==> config.mk <==
export PLATFORM = sky130hd
export DESIGN_NAME = pk_cmp_unit
export DESIGN_NICKNAME = d
export VERILOG_FILES = /design/src/rtl/pk_cmp_pkg.sv /design/src/rtl/pk_bank_decode.sv /design/src/rtl/pk_lane_alu.sv /design/src/rtl/pk_cmp_unit.sv
export SDC_FILE = /design/constraint.sdc
export NUM_CORES = 1
export LEC_CHECK = 0
export ABC_AREA = 1
export ABC_CLOCK_PERIOD_IN_PS = 4600
export BUFFER_PORTS_ARGS = -buffer_cell sky130_fd_sc_hd__clkbuf_2
export CAP_MARGIN = 20
export CORE_MARGIN = 4
export CORE_UTILIZATION = 40
export DETAILED_ROUTE_END_ITERATION = 7
export PLACE_DENSITY = 0.56
export SLEW_MARGIN = 15
export SYNTH_ARGS = -nofsm -noshare
export SYNTH_HDL_FRONTEND = slang
export SYNTH_SLANG_ARGS = --single-unit
==> constraint.sdc <==
create_clock -name clk -period 4.6 [get_ports clk]
set_input_delay 1.15 -clock clk [delete_from_list [all_inputs] [get_ports clk]]
set_output_delay 1.15 -clock clk [all_outputs]
set_load 0.01 [all_outputs]
==> src/rtl/pk_cmp_pkg.sv <==
package pk_cmp_pkg;

    typedef enum logic [2:0] {
        OP_EQ   = 3'd0,
        OP_GT   = 3'd1,
        OP_LE   = 3'd2,
        OP_LT   = 3'd3,
        OP_MIN  = 3'd4,
        OP_MAX  = 3'd5,
        OP_ABS  = 3'd6,
        OP_UNPK = 3'd7
    } pk_op_e;

    typedef struct packed {
        logic valid;
        logic wide;
        logic sgn;
    } bank_t;

    localparam int IDX_W       = 5;
    localparam int S8_FIRST    = 2;
    localparam int U8_FIRST    = 8;
    localparam int S16_FIRST   = 16;
    localparam int U16_FIRST   = 24;
    localparam int U16_LAST    = 29;
    localparam int BYTE_W      = 8;
    localparam int HALF_W      = 16;

endpackage

==> src/rtl/pk_bank_decode.sv <==
module pk_bank_decode
    import pk_cmp_pkg::*;
(
    input  logic [IDX_W-1:0] idx_i,
    output bank_t            bank_o
);
    always_comb begin
        bank_o = '0;
        if (int'(idx_i) >= S8_FIRST && int'(idx_i) < U8_FIRST) begin
            bank_o = '{valid: 1'b1, wide: 1'b0, sgn: 1'b1};
        end else if (int'(idx_i) >= U8_FIRST && int'(idx_i) < S16_FIRST) begin
            bank_o = '{valid: 1'b1, wide: 1'b0, sgn: 1'b0};
        end else if (int'(idx_i) >= S16_FIRST && int'(idx_i) < U16_FIRST) begin
            bank_o = '{valid: 1'b1, wide: 1'b1, sgn: 1'b1};
        end else if (int'(idx_i) >= U16_FIRST && int'(idx_i) <= U16_LAST) begin
            bank_o = '{valid: 1'b1, wide: 1'b1, sgn: 1'b0};
        end
    end
endmodule

==> src/rtl/pk_lane_alu.sv <==
module pk_lane_alu
    import pk_cmp_pkg::*;
#(
    parameter int W = 8
) (
    input  pk_op_e         op_i,
    input  logic           sgn_i,
    input  logic           sat_mode_i,
    input  logic [W-1:0]   a_i,
    input  logic [W-1:0]   b_i,
    output logic [W-1:0]   res_o,
    output logic           sat_o
);
    localparam logic [W-1:0] MOST_NEG = {1'b1, {(W-1){1'b0}}};
    localparam logic [W-1:0] MOST_POS = {1'b0, {(W-1){1'b1}}};

    logic eq;
    logic gt;
    logic [W-1:0] neg_a;

    always_comb begin
        eq    = (a_i == b_i);
        gt    = sgn_i ? ($signed(a_i) > $signed(b_i)) : (a_i > b_i);
        neg_a = W'(~a_i + 1'b1);
    end

    always_comb begin
        res_o = '0;
        sat_o = 1'b0;
        unique case (op_i)
            OP_EQ:   res_o = {W{eq}};
            OP_GT:   res_o = {W{gt}};
            OP_LE:   res_o = {W{~gt}};
            OP_LT:   res_o = {W{~gt & ~eq}};
            OP_MIN:  res_o = gt ? b_i : a_i;
            OP_MAX:  res_o = gt ? a_i : b_i;
            OP_ABS: begin
                if (sgn_i && a_i[W-1]) begin
                    if (a_i == MOST_NEG && sat_mode_i) begin
                        res_o = MOST_POS;
                        sat_o = 1'b1;
                    end else begin
                        res_o = neg_a;
                    end
                end else begin
                    res_o = a_i;
                end
            end
            OP_UNPK: res_o = '0;
            default: res_o = '0;
        endcase
    end
endmodule

==> src/rtl/pk_cmp_unit.sv <==
module pk_cmp_unit
    import pk_cmp_pkg::*;
#(
    parameter int DATA_W = 32
) (
    input  logic               clk,
    input  logic               rst_n,
    input  logic [2:0]         op_i,
    input  logic               sat_mode_i,
    input  logic [IDX_W-1:0]   bank_idx_i,
    input  logic [DATA_W-1:0]  src_a_i,
    input  logic [DATA_W-1:0]  src_b_i,
    output logic [DATA_W-1:0]  result_o,
    output logic               sat_o
);
    localparam int L8  = DATA_W / BYTE_W;
    localparam int L16 = DATA_W / HALF_W;

    pk_op_e op;
    bank_t  bank;

    logic [DATA_W-1:0] res8;
    logic [DATA_W-1:0] res16;
    logic [L8-1:0]     sat8;
    logic [L16-1:0]    sat16;
    logic [DATA_W-1:0] unpk;
    logic [DATA_W-1:0] res_d;
    logic              sat_d;

    assign op = pk_op_e'(op_i);

    pk_bank_decode u_dec (
        .idx_i  (bank_idx_i),
        .bank_o (bank)
    );

    for (genvar g = 0; g < L8; g++) begin : g_byte
        pk_lane_alu #(.W(BYTE_W)) u_lane (
            .op_i       (op),
            .sgn_i      (bank.sgn),
            .sat_mode_i (sat_mode_i),
            .a_i        (src_a_i[g*BYTE_W +: BYTE_W]),
            .b_i        (src_b_i[g*BYTE_W +: BYTE_W]),
            .res_o      (res8[g*BYTE_W +: BYTE_W]),
            .sat_o      (sat8[g])
        );
    end

    for (genvar g = 0; g < L16; g++) begin : g_half
        pk_lane_alu #(.W(HALF_W)) u_lane (
            .op_i       (op),
            .sgn_i      (bank.sgn),
            .sat_mode_i (sat_mode_i),
            .a_i        (src_a_i[g*HALF_W +: HALF_W]),
            .b_i        (src_b_i[g*HALF_W +: HALF_W]),
            .res_o      (res16[g*HALF_W +: HALF_W]),
            .sat_o      (sat16[g])
        );
    end

    always_comb begin
        for (int i = 0; i < L16; i++) begin
            unpk[i*HALF_W +: HALF_W] = {{(HALF_W-BYTE_W){bank.sgn & src_a_i[i*BYTE_W + BYTE_W-1]}},
                                        src_a_i[i*BYTE_W +: BYTE_W]};
        end
    end

    always_comb begin
        res_d = '0;
        sat_d = 1'b0;
        if (bank.valid) begin
            if (op == OP_UNPK) begin
                res_d = bank.wide ? '0 : unpk;
            end else if (bank.wide) begin
                res_d = res16;
                sat_d = |sat16;
            end else begin
                res_d = res8;
                sat_d = |sat8;
            end
        end
    end

    always_ff @(posedge clk) begin
        if (!rst_n) begin
            result_o <= '0;
            sat_o    <= 1'b0;
        end else begin
            result_o <= res_d;
            sat_o    <= sat_d;
        end
    end
endmodule

==> flow_summary.yaml, run 1 <==
pwr:
  p_clk_frac: 0.227
  power.share.combinational: 0.568
  power.internal_mw: 0.803
  switchingPower_mw: 0.756
  power_density_nw_per_um2: 194
  power.share.sequential: 0.206
  ir_drop_mv: 0.141
  swShare: 0.485
  static-leakage-power_nw: 3.91
worst_setup_path:
  crit_top_cell: "nand2_1"
  crit_slowest_cell: "nand2_2"
  crit_path_start: "src_b_i[23]"
  startpoint_type: "input port"
  cp.required_ns: 4.79
  path_cells: "clkbuf_2 -> inv_1 -> ha_1 -> nand2_1 -> nor2_1 -> nand4_1 -> inv_1 -> nand2_2 -> nand3_2 -> nand2_1 -> nand2_2 -> nor2_1 -> nand4_1 -> nand2_1 -> a21oi_1"
  cp-end-kind: "flip-flop"
  critPathMaxFanout: 19
  max_stage_delay_ns: 0.34
  worstPathArrival_ns: 3.97
  critPathKind: "in -> reg"
route:
  drc: 0
  via_count: 9674
  drtAntennaViolNets: 0
  routed_wl_um: 28900
  via_per_inst: 5.98
  dr.pass1.iters: 6
  drt_iter0_drc: 1236
  wl_per_cell_um: 17.8
final_layout:
  final_common_cell: "nand2_1"
  drive_gt1_frac: 0.134
  diodes: 0
  final_cell_mix: "nand2_1, nand4_1, nand3_1, nor2_1, inv_1"
  syn_to_final_growth_pct: 11.6
  fillers: 1976
  nNetsFinal: 1506
  utilization: 0.459
die:
  die_area_um2: 20200
  initial_utilization: 0.411
  io_pins: 108
  rows: 48
  fp.dieH_um: 142
  core_um2: 17500
  die_x_um: 142
clock_network:
  cts_tree: "built"
  cts_made_buffers: 5
  postCtsHoldBufs: 0
  h-tree-depth: 2
  cts_buffer_depth: 2
  cts_resized: 0
  post_cts_buffers: 0
  root_buffer: "clkbuf_16"
  cts.clk_slew.worst_paths_ns: 0.06
  cts.sinks: 33
min_path:
  min_from: "src_a_i[6]"
  hp-class: "in -> reg"
timing:
  min_period_ns: 3.78
  fmax_ghz: 0.265
  rsz0062_at_grt: "no"
  finalCritPeriodShare: 0.821
  fin_setup_tns_ns: 0
  hold_violations: 0
  finalMaxSlewViolations: 0
  setup_viol: 0
  relSlewSlack: 0.408
  tightestPinTransition_ns: 0.881
grt:
  gr-usage-all-layers: 0.279
  grt_pass1_vias: 8690
  grt_max_degree: 45
  grt-ovfl-total: 0
  grt_pass1_wl_um: 46200
  antenna_found_initial: 0
synthesis:
  synth-async-reset-ratio: 0
  netlist_instances: 1329
  seq_area_frac_synth: 0.0919
  synth_edf_count: 0
  synth_area_um2: 7190
  syn_nets: 1442
  synth-seq-cells: 33
  yosys_warnings: 0
  synth_top_flop_cell: "dfxtp_1"
  synth_cell_types: 37
  synth.avg_cell_area_um2: 5.41
placed_design:
  place.port_buffers: 106
  globalplace.congestion: 0.949
  hpwl_um: 21100
status:
  status: "completed"
flow_run:
  cap_violations: 0
==> layout make-up <==
class	count	area (um2)	area share
Clock buffer	6	139	0.0173
Clock inverter	1	7.51	0.000936
Inverter	122	458	0.0571
Multi-Input combinational cell	1098	5740	0.716
Sequential cell	33	661	0.0824
Tap cell	225	282	0.0351
Timing Repair Buffer	133	733	0.0914
==> power by group through the flow <==
stage               Combinational [mW]  Sequential [mW]  Clock [mW]
floorplan                        0.596            0.340           0
CTS                              0.869            0.321       0.359
global placement                 0.856            0.327           0
finish                           0.885            0.321       0.353
detailed placement               0.865            0.327           0
global route                     0.990            0.324       0.369
==> state kept, by name (all words and copies together), names as in the netlist <==
name and cells:
result_o 32, sat_o 1
==> stage by stage <==
step	hold WS (ns)	setup WS, ns	power (mW)	std cells	cell area, um2
6_report	1.18	0.824	1.56	1618	8020
4_1_cts	1.17	0.859	1.55	1618	8020
3_3_place_gp	1.47	0.610	1.18	1611	7880
3_5_place_dp	1.47	0.587	1.19	1611	7880
2_1_floorplan	1.30	1.52	0.935	1329	7190
5_1_grt	1.20	0.617	1.68	1618	8020
==> per-layer routing <==
layer	vias to the layer above	GRT usage	wire (um)
met5	-	0	0
met4	0	0.0960	788
met3	52	0.0427	2740
met2	509	0.400	11800
met1	4369	0.420	13500
li1	4744	-	-
==> cell usage after synthesis (8+ instances only) <==
master    number  area share
dfxtp_1       33       0.092
nand2_1      388        0.20
o211ai_1      46       0.048
nand3_1      159        0.11
inv_1        109       0.057
clkbuf_1      43       0.022
xor2_1        13       0.016
nor3_1         8      0.0056
a21oi_1       59       0.041
nand4_1      165        0.14
nand2_2        8      0.0070
ha_1          38       0.066
o21ai_0       51       0.036
nor2_1       114       0.060
nor2_2         9      0.0078
buf_2         22       0.015
clkinv_1       8      0.0042
==> cells by family (layout without fill, tap and decap cells) <==
| logic type | count (synthesis) | count (layout) | share of synthesized area |
|---|---|---|---|
| AND/OR/NAND/NOR | 869 | 869 | 0.567 |
| buffers and inverters | 198 | 262 | 0.112 |
| AO/OA/AOI/OAI | 178 | 178 | 0.146 |
| adder cells (fa/ha/maj) | 38 | 38 | 0.0662 |
| flip-flops | 33 | 33 | 0.0919 |
| XOR/XNOR | 13 | 13 | 0.0158 |
==> worst paths after layout <==
check | end | slack (ns) | cells past startpoint
setup / recovery | result_o[22] | 0.82 | 15
hold / removal | result_o[6] | 1.18 | 3
==> critical path, delay by kind of cell <==
family / cells / cell delay [ns]
simple gates: 10 / 1.80
buf+inv: 3 / 0.47
fa+ha+maj: 1 / 0.33
compound gates: 1 / 0.21
Power figures use the tool's default switching activity.
==> run 2: changes to the inputs <==
--- a/config.mk
+++ b/config.mk
@@ -5,14 +5,14 @@
 export SDC_FILE = /design/constraint.sdc
 export NUM_CORES = 1
 export LEC_CHECK = 0
-export ABC_AREA = 1
-export ABC_CLOCK_PERIOD_IN_PS = 4600
+export ABC_AREA = 0
+export ABC_CLOCK_PERIOD_IN_PS = 3690
 export BUFFER_PORTS_ARGS = -buffer_cell sky130_fd_sc_hd__clkbuf_2
 export CAP_MARGIN = 20
 export CORE_MARGIN = 4
 export CORE_UTILIZATION = 40
 export DETAILED_ROUTE_END_ITERATION = 7
-export PLACE_DENSITY = 0.56
+export PLACE_DENSITY = 0.58
 export SLEW_MARGIN = 15
 export SYNTH_ARGS = -nofsm -noshare
 export SYNTH_HDL_FRONTEND = slang
==> constraint.sdc (replaced) <==
create_clock -name clk -period 3.69 [get_ports clk]
set_input_delay 0.9225 -clock clk [delete_from_list [all_inputs] [get_ports clk]]
set_output_delay 0.9225 -clock clk [all_outputs]
set_load 0.01 [all_outputs]
==> flow_summary.yaml, run 2 <==
status:
  status: "completed"
route:
  via_per_inst: 6.51
  dr.pass1.iters: 7
  drt_iter0_drc: 847
  wl_per_cell_um: 21.0
  routed_wl_um: 26000
  drtAntennaViolNets: 0
  via_count: 8059
  drc: 0
pwr:
  ir_drop_mv: 0.155
  power_density_nw_per_um2: 244
  static-leakage-power_nw: 3.36
  power_mw: 1.85
final_layout:
  diodes: 0
  drive_gt1_frac: 0.263
  final_common_cell: "buf_4"
  top_register: "result_o"
  final_cell_mix: "buf_4, clkbuf_2, a21oi_1, o21ai_0, nand2_1"
  fillers: 1518
  syn_to_final_growth_pct: 27.0
  reg_top3: "result_o x32, sat_o x1"
  nNetsFinal: 1167
  largest_register_ffs: 32
  finalNonFillerCells: 1238
  fin_area_um2: 7550
timing:
  rsz0062_at_grt: "no"
  fmax_ghz: 0.286
  hold_violations: 0
  tightestPinTransition_ns: 0.757
  setup_viol: 0
  min_period_ns: 3.50
  finalCritPeriodShare: 0.949
  relSlewSlack: 0.492
  finalMaxSlewViolations: 0
  fin_setup_tns_ns: 0
clock_network:
  postCtsHoldBufs: 0
  post_cts_buffers: 0
  root_buffer: "clkbuf_16"
  cts_tree: "built"
  h-tree-depth: 2
  cts.clk_slew.worst_paths_ns: 0.06
  cts.sinks: 33
  cts_resized: 0
  cts_made_buffers: 5
  cts_buffer_depth: 2
synthesis:
  muxShareOfSynthArea: 0.0330
  synthSimpleGateAreaFrac: 0.255
  synth_top_area_share: 0.111
  synth_area_um2: 5950
  synth_top_flop_cell: "dfxtp_1"
  synth_commonest_cells: "a21oi_1, o21ai_0, nand2_1"
  syn_nets: 995
  synth_top_family_by_area: "compound AO/OA/AOI/OAI gates"
  synth_top_cell_by_area: "dfxtp_1"
  synth_compound_area_frac: 0.418
  synth_xor_area_frac: 0.0231
  yosys_warnings: 0
  synth_edf_count: 0
  yosys.area_share.adder: 0.0800
  seq_area_frac_synth: 0.111
  synth-async-reset-ratio: 0
  synth.avg_cell_area_um2: 6.74
  synth_area_leaders: "dfxtp_1, a21oi_1, ha_1"
  synth_cell_types: 85
  netlist_instances: 882
  synth-seq-cells: 33
  yosysMostFrequentCell: "a21oi_1"
worst_setup_path:
  path_cells: "clkbuf_2 -> inv_1 -> ha_1 -> a21o_1 -> a2111oi_2 -> o22ai_1 -> or3_1 -> a31o_2 -> or2_2 -> a221oi_1 -> a221oi_1"
  critPathKind: "in -> reg"
  crit_top_cell: "a221oi_1"
  crit_buf_inv: 2
  startpoint_type: "input port"
  cp_top_family: "compound AO/OA/AOI/OAI gates"
  crit_slowest_cell: "or2_2"
  critPathMaxFanout: 13
  cp.required_ns: 3.84
  worstPathArrival_ns: 3.65
  max_stage_delay_ns: 0.45
  cp-end-kind: "flip-flop"
grt:
  grt_max_degree: 27
  grt_pass1_wl_um: 40400
  gr-usage-all-layers: 0.304
  grt-ovfl-total: 0
  grt_pass1_vias: 7583
  antenna_found_initial: 0
placed_design:
  place.port_buffers: 106
  dp_cells: 1231
  hpwl_um: 20100
  globalplace.congestion: 0.999
  postPlaceCellArea_um2: 7400
flow_run:
  cap_violations: 0
die:
  die_x_um: 130
  fp.dieH_um: 130
  die_area_um2: 16900
  initial_utilization: 0.409
  rows: 44
  core_um2: 14500
  io_pins: 108
min_path:
  min_to: "result_o[3]"
  min_from: "src_b_i[3]"
  hp-class: "in -> reg"
  min_path_cells: 3
-- run 2: power breakdown --
group          internal [mW]  switching (mW)  leakage, nW
Sequential             0.397         0.00929        0.273
Combinational          0.411           0.590         3.02
Clock                  0.266           0.173       0.0700
Total                   1.07           0.772         3.36
-- run 2: worst max-delay path by stage --
stage,to,start,cells after the start,slack (ns)
2_1_floorplan,result_o[13],src_b_i[13],11,0.21
3_3_place_gp,result_o[13],src_b_i[13],11,-0.15
3_5_place_dp,result_o[10],src_b_i[13],12,-0.15
4_1_cts,result_o[10],src_b_i[13],12,0.13
5_1_grt,result_o[10],src_b_i[13],11,0.006
6_report,result_o[10],src_b_i[13],11,0.19
-- run 2: cells by family (layout without fill, tap and decap cells) --
| logic type | after synthesis | after routing |
|---|---|---|
| compound gates | 365 | 365 |
| simple gates | 293 | 293 |
| buf+inv | 120 | 292 |
| fa+ha+maj | 38 | 38 |
| flops | 33 | 33 |
| mux | 19 | 19 |
| xor+xnor | 14 | 14 |
-- run 2: area by class of cell --
class	count	area, um2	share of cell area
tap	184	230	0.0305
clock buffer	7	143	0.0189
sequential	33	661	0.0875
inverter	51	191	0.0253
multi-input combinational	729	4820	0.639
timing repair buffer	234	1500	0.199
-- run 2: routing by layer --
layer  global-route usage  share of wire  up-vias  routed length (um)
met2                0.493           0.45      498               11600
li1                     -              -     3739                   -
met1                0.390           0.41     3718               10600
met5                    0              0        -                   0
met3               0.0487          0.095      104                2470
met4                0.155          0.050        0                1300
-- run 2: worst min-delay path, cell delays in order --
cell and delay (ns):
clkbuf_2 0.09, a21oi_1 0.06, a21oi_1 0.11
-- run 2: metrics by stage --
stage / utilization / worst slack, ns / hold WS [ns]
floorplan: - / 0.212 / 1.08
global placement: 0.509 / -0.154 / 1.23
detailed placement: 0.509 / -0.154 / 1.24
CTS: 0.519 / 0.130 / 0.933
global route: 0.520 / 0.00583 / 0.936
finish: 0.520 / 0.189 / 0.934
==> run 3: changes to the inputs <==
--- a/config.mk
+++ b/config.mk
@@ -6,7 +6,7 @@
 export NUM_CORES = 1
 export LEC_CHECK = 0
 export ABC_AREA = 0
-export ABC_CLOCK_PERIOD_IN_PS = 3690
+export ABC_CLOCK_PERIOD_IN_PS = 4540
 export BUFFER_PORTS_ARGS = -buffer_cell sky130_fd_sc_hd__clkbuf_2
 export CAP_MARGIN = 20
 export CORE_MARGIN = 4
==> constraint.sdc (replaced) <==
create_clock -name clk -period 4.54 [get_ports clk]
set_input_delay 1.135 -clock clk [delete_from_list [all_inputs] [get_ports clk]]
set_output_delay 1.135 -clock clk [all_outputs]
set_load 0.01 [all_outputs]
==> flow_summary.yaml, run 3 (synthesis results as in run 2) <==
timing:
  finalMaxSlewViolations: 0
  tightestPinTransition_ns: 0.949
  relSlewSlack: 0.363
  rsz0062_at_grt: "no"
  finalCritPeriodShare: 0.878
  fmax_ghz: 0.251
  hold_violations: 0
  fin_setup_tns_ns: 0
  setup_viol: 0
  min_period_ns: 3.99
route:
  drt_iter0_drc: 829
  drtAntennaViolNets: 0
  drc: 1
  wl_met3_um: 2780
  top_layer_used: "met4"
  via_count: 7834
  via_per_inst: 6.68
  dr.pass1.iters: 8
  routed_wl_um: 25700
  wl_met2_um: 11600
  drt-met1-wl_um: 10200
  wl_per_cell_um: 21.9
clock_network:
  cts.sinks: 33
  postCtsHoldBufs: 0
  root_buffer: "clkbuf_16"
  h-tree-depth: 2
  cts_made_buffers: 5
  cts_tree: "built"
  cts.clk_slew.worst_paths_ns: 0.06
  post_cts_buffers: 0
  cts_resized: 0
  cts_buffer_depth: 2
final_layout:
  multiInputGateArea_um2: 4810
  largest_register_ffs: 32
  diodes: 0
  seqCellArea_um2: 661
  drive_gt1_frac: 0.212
  fillers: 1591
  top_register: "result_o"
  reg_top3: "result_o x32, sat_o x1"
  nNetsFinal: 1101
  final_cell_mix: "clkbuf_2, a21oi_1, o21ai_0, nand2_1, nor2_1"
  syn_to_final_growth_pct: 18.3
  final_common_cell: "clkbuf_2"
  utilization: 0.484
grt:
  grt_pass1_wl_um: 39500
  gr-usage-all-layers: 0.298
  grt-ovfl-total: 0
  antenna_found_initial: 0
  grt_max_degree: 28
  grt_pass1_vias: 7154
min_path:
  hp-class: "in -> reg"
  min_from: "src_b_i[3]"
die:
  rows: 44
  io_pins: 108
  die_area_um2: 16900
  fp.dieH_um: 130
  die_x_um: 130
  core_um2: 14500
  initial_utilization: 0.409
worst_setup_path:
  cp.required_ns: 4.75
  cp-end-kind: "flip-flop"
  worstPathArrival_ns: 4.20
  critPathMaxFanout: 10
  critPathKind: "in -> reg"
  crit_path_start: "src_a_i[8]"
  startpoint_type: "input port"
pwr:
  power_mw: 1.45
  static-leakage-power_nw: 3.03
  power_density_nw_per_um2: 206
  ir_drop_mv: 0.116
status:
  status: "finished with violations"
  violations: "DRC"
placed_design:
  hpwl_um: 19300
  globalplace.congestion: 0.942
  place.port_buffers: 106
flow_run:
  cap_violations: 0
## run 3: where the power goes
part           total (mW)  switching, mW  internal [mW]  leakage [nW]
logic               0.757          0.470          0.287          2.69
registers           0.330        0.00758          0.322         0.273
clock network       0.362          0.146          0.216        0.0700
## run 3: worst paths after layout
kind | end | slack [ns] | depth (start not counted)
worst max-delay path | result_o[14] | 0.55 | 13
worst min-delay path | result_o[3] | 1.13 | 3
## run 3: routing by layer
metal / GRT usage / vias up
li1: - / 3615
met1: 0.389 / 3605
met2: 0.481 / 517
met3: 0.0569 / 97
met4: 0.126 / 0
met5: 0 / -
## run 3: through the flow
stage          area (um2)  instances  setup WS [ns]  hold WS (ns)
4_1_cts              7030       1172          0.633          1.13
5_1_grt              7030       1172          0.346          1.14
6_report             7030       1172          0.552          1.13
3_3_place_gp         6890       1164          0.362          1.44
2_1_floorplan        5950        882          0.850          1.29
3_5_place_dp         6890       1165          0.335          1.43
## run 3: layout make-up
cell class | count | area share
inverter | 51 | 0.0272
timing repair buffer | 168 | 0.141
multi-input combinational | 729 | 0.685
sequential | 33 | 0.0939
tap | 184 | 0.0327
clock buffer | 7 | 0.0203
## run 3: worst max-delay path, stage by stage
cell	delay (ns)
clkbuf_2	0.23
inv_1	0.19
ha_1	0.31
nand4_1	0.11
or2_2	0.32
a211oi_1	0.29
nor3_1	0.12
buf_4	0.16
nor3_1	0.28
o21a_1	0.50
buf_4	0.22
a21oi_1	0.07
a211oi_1	0.25
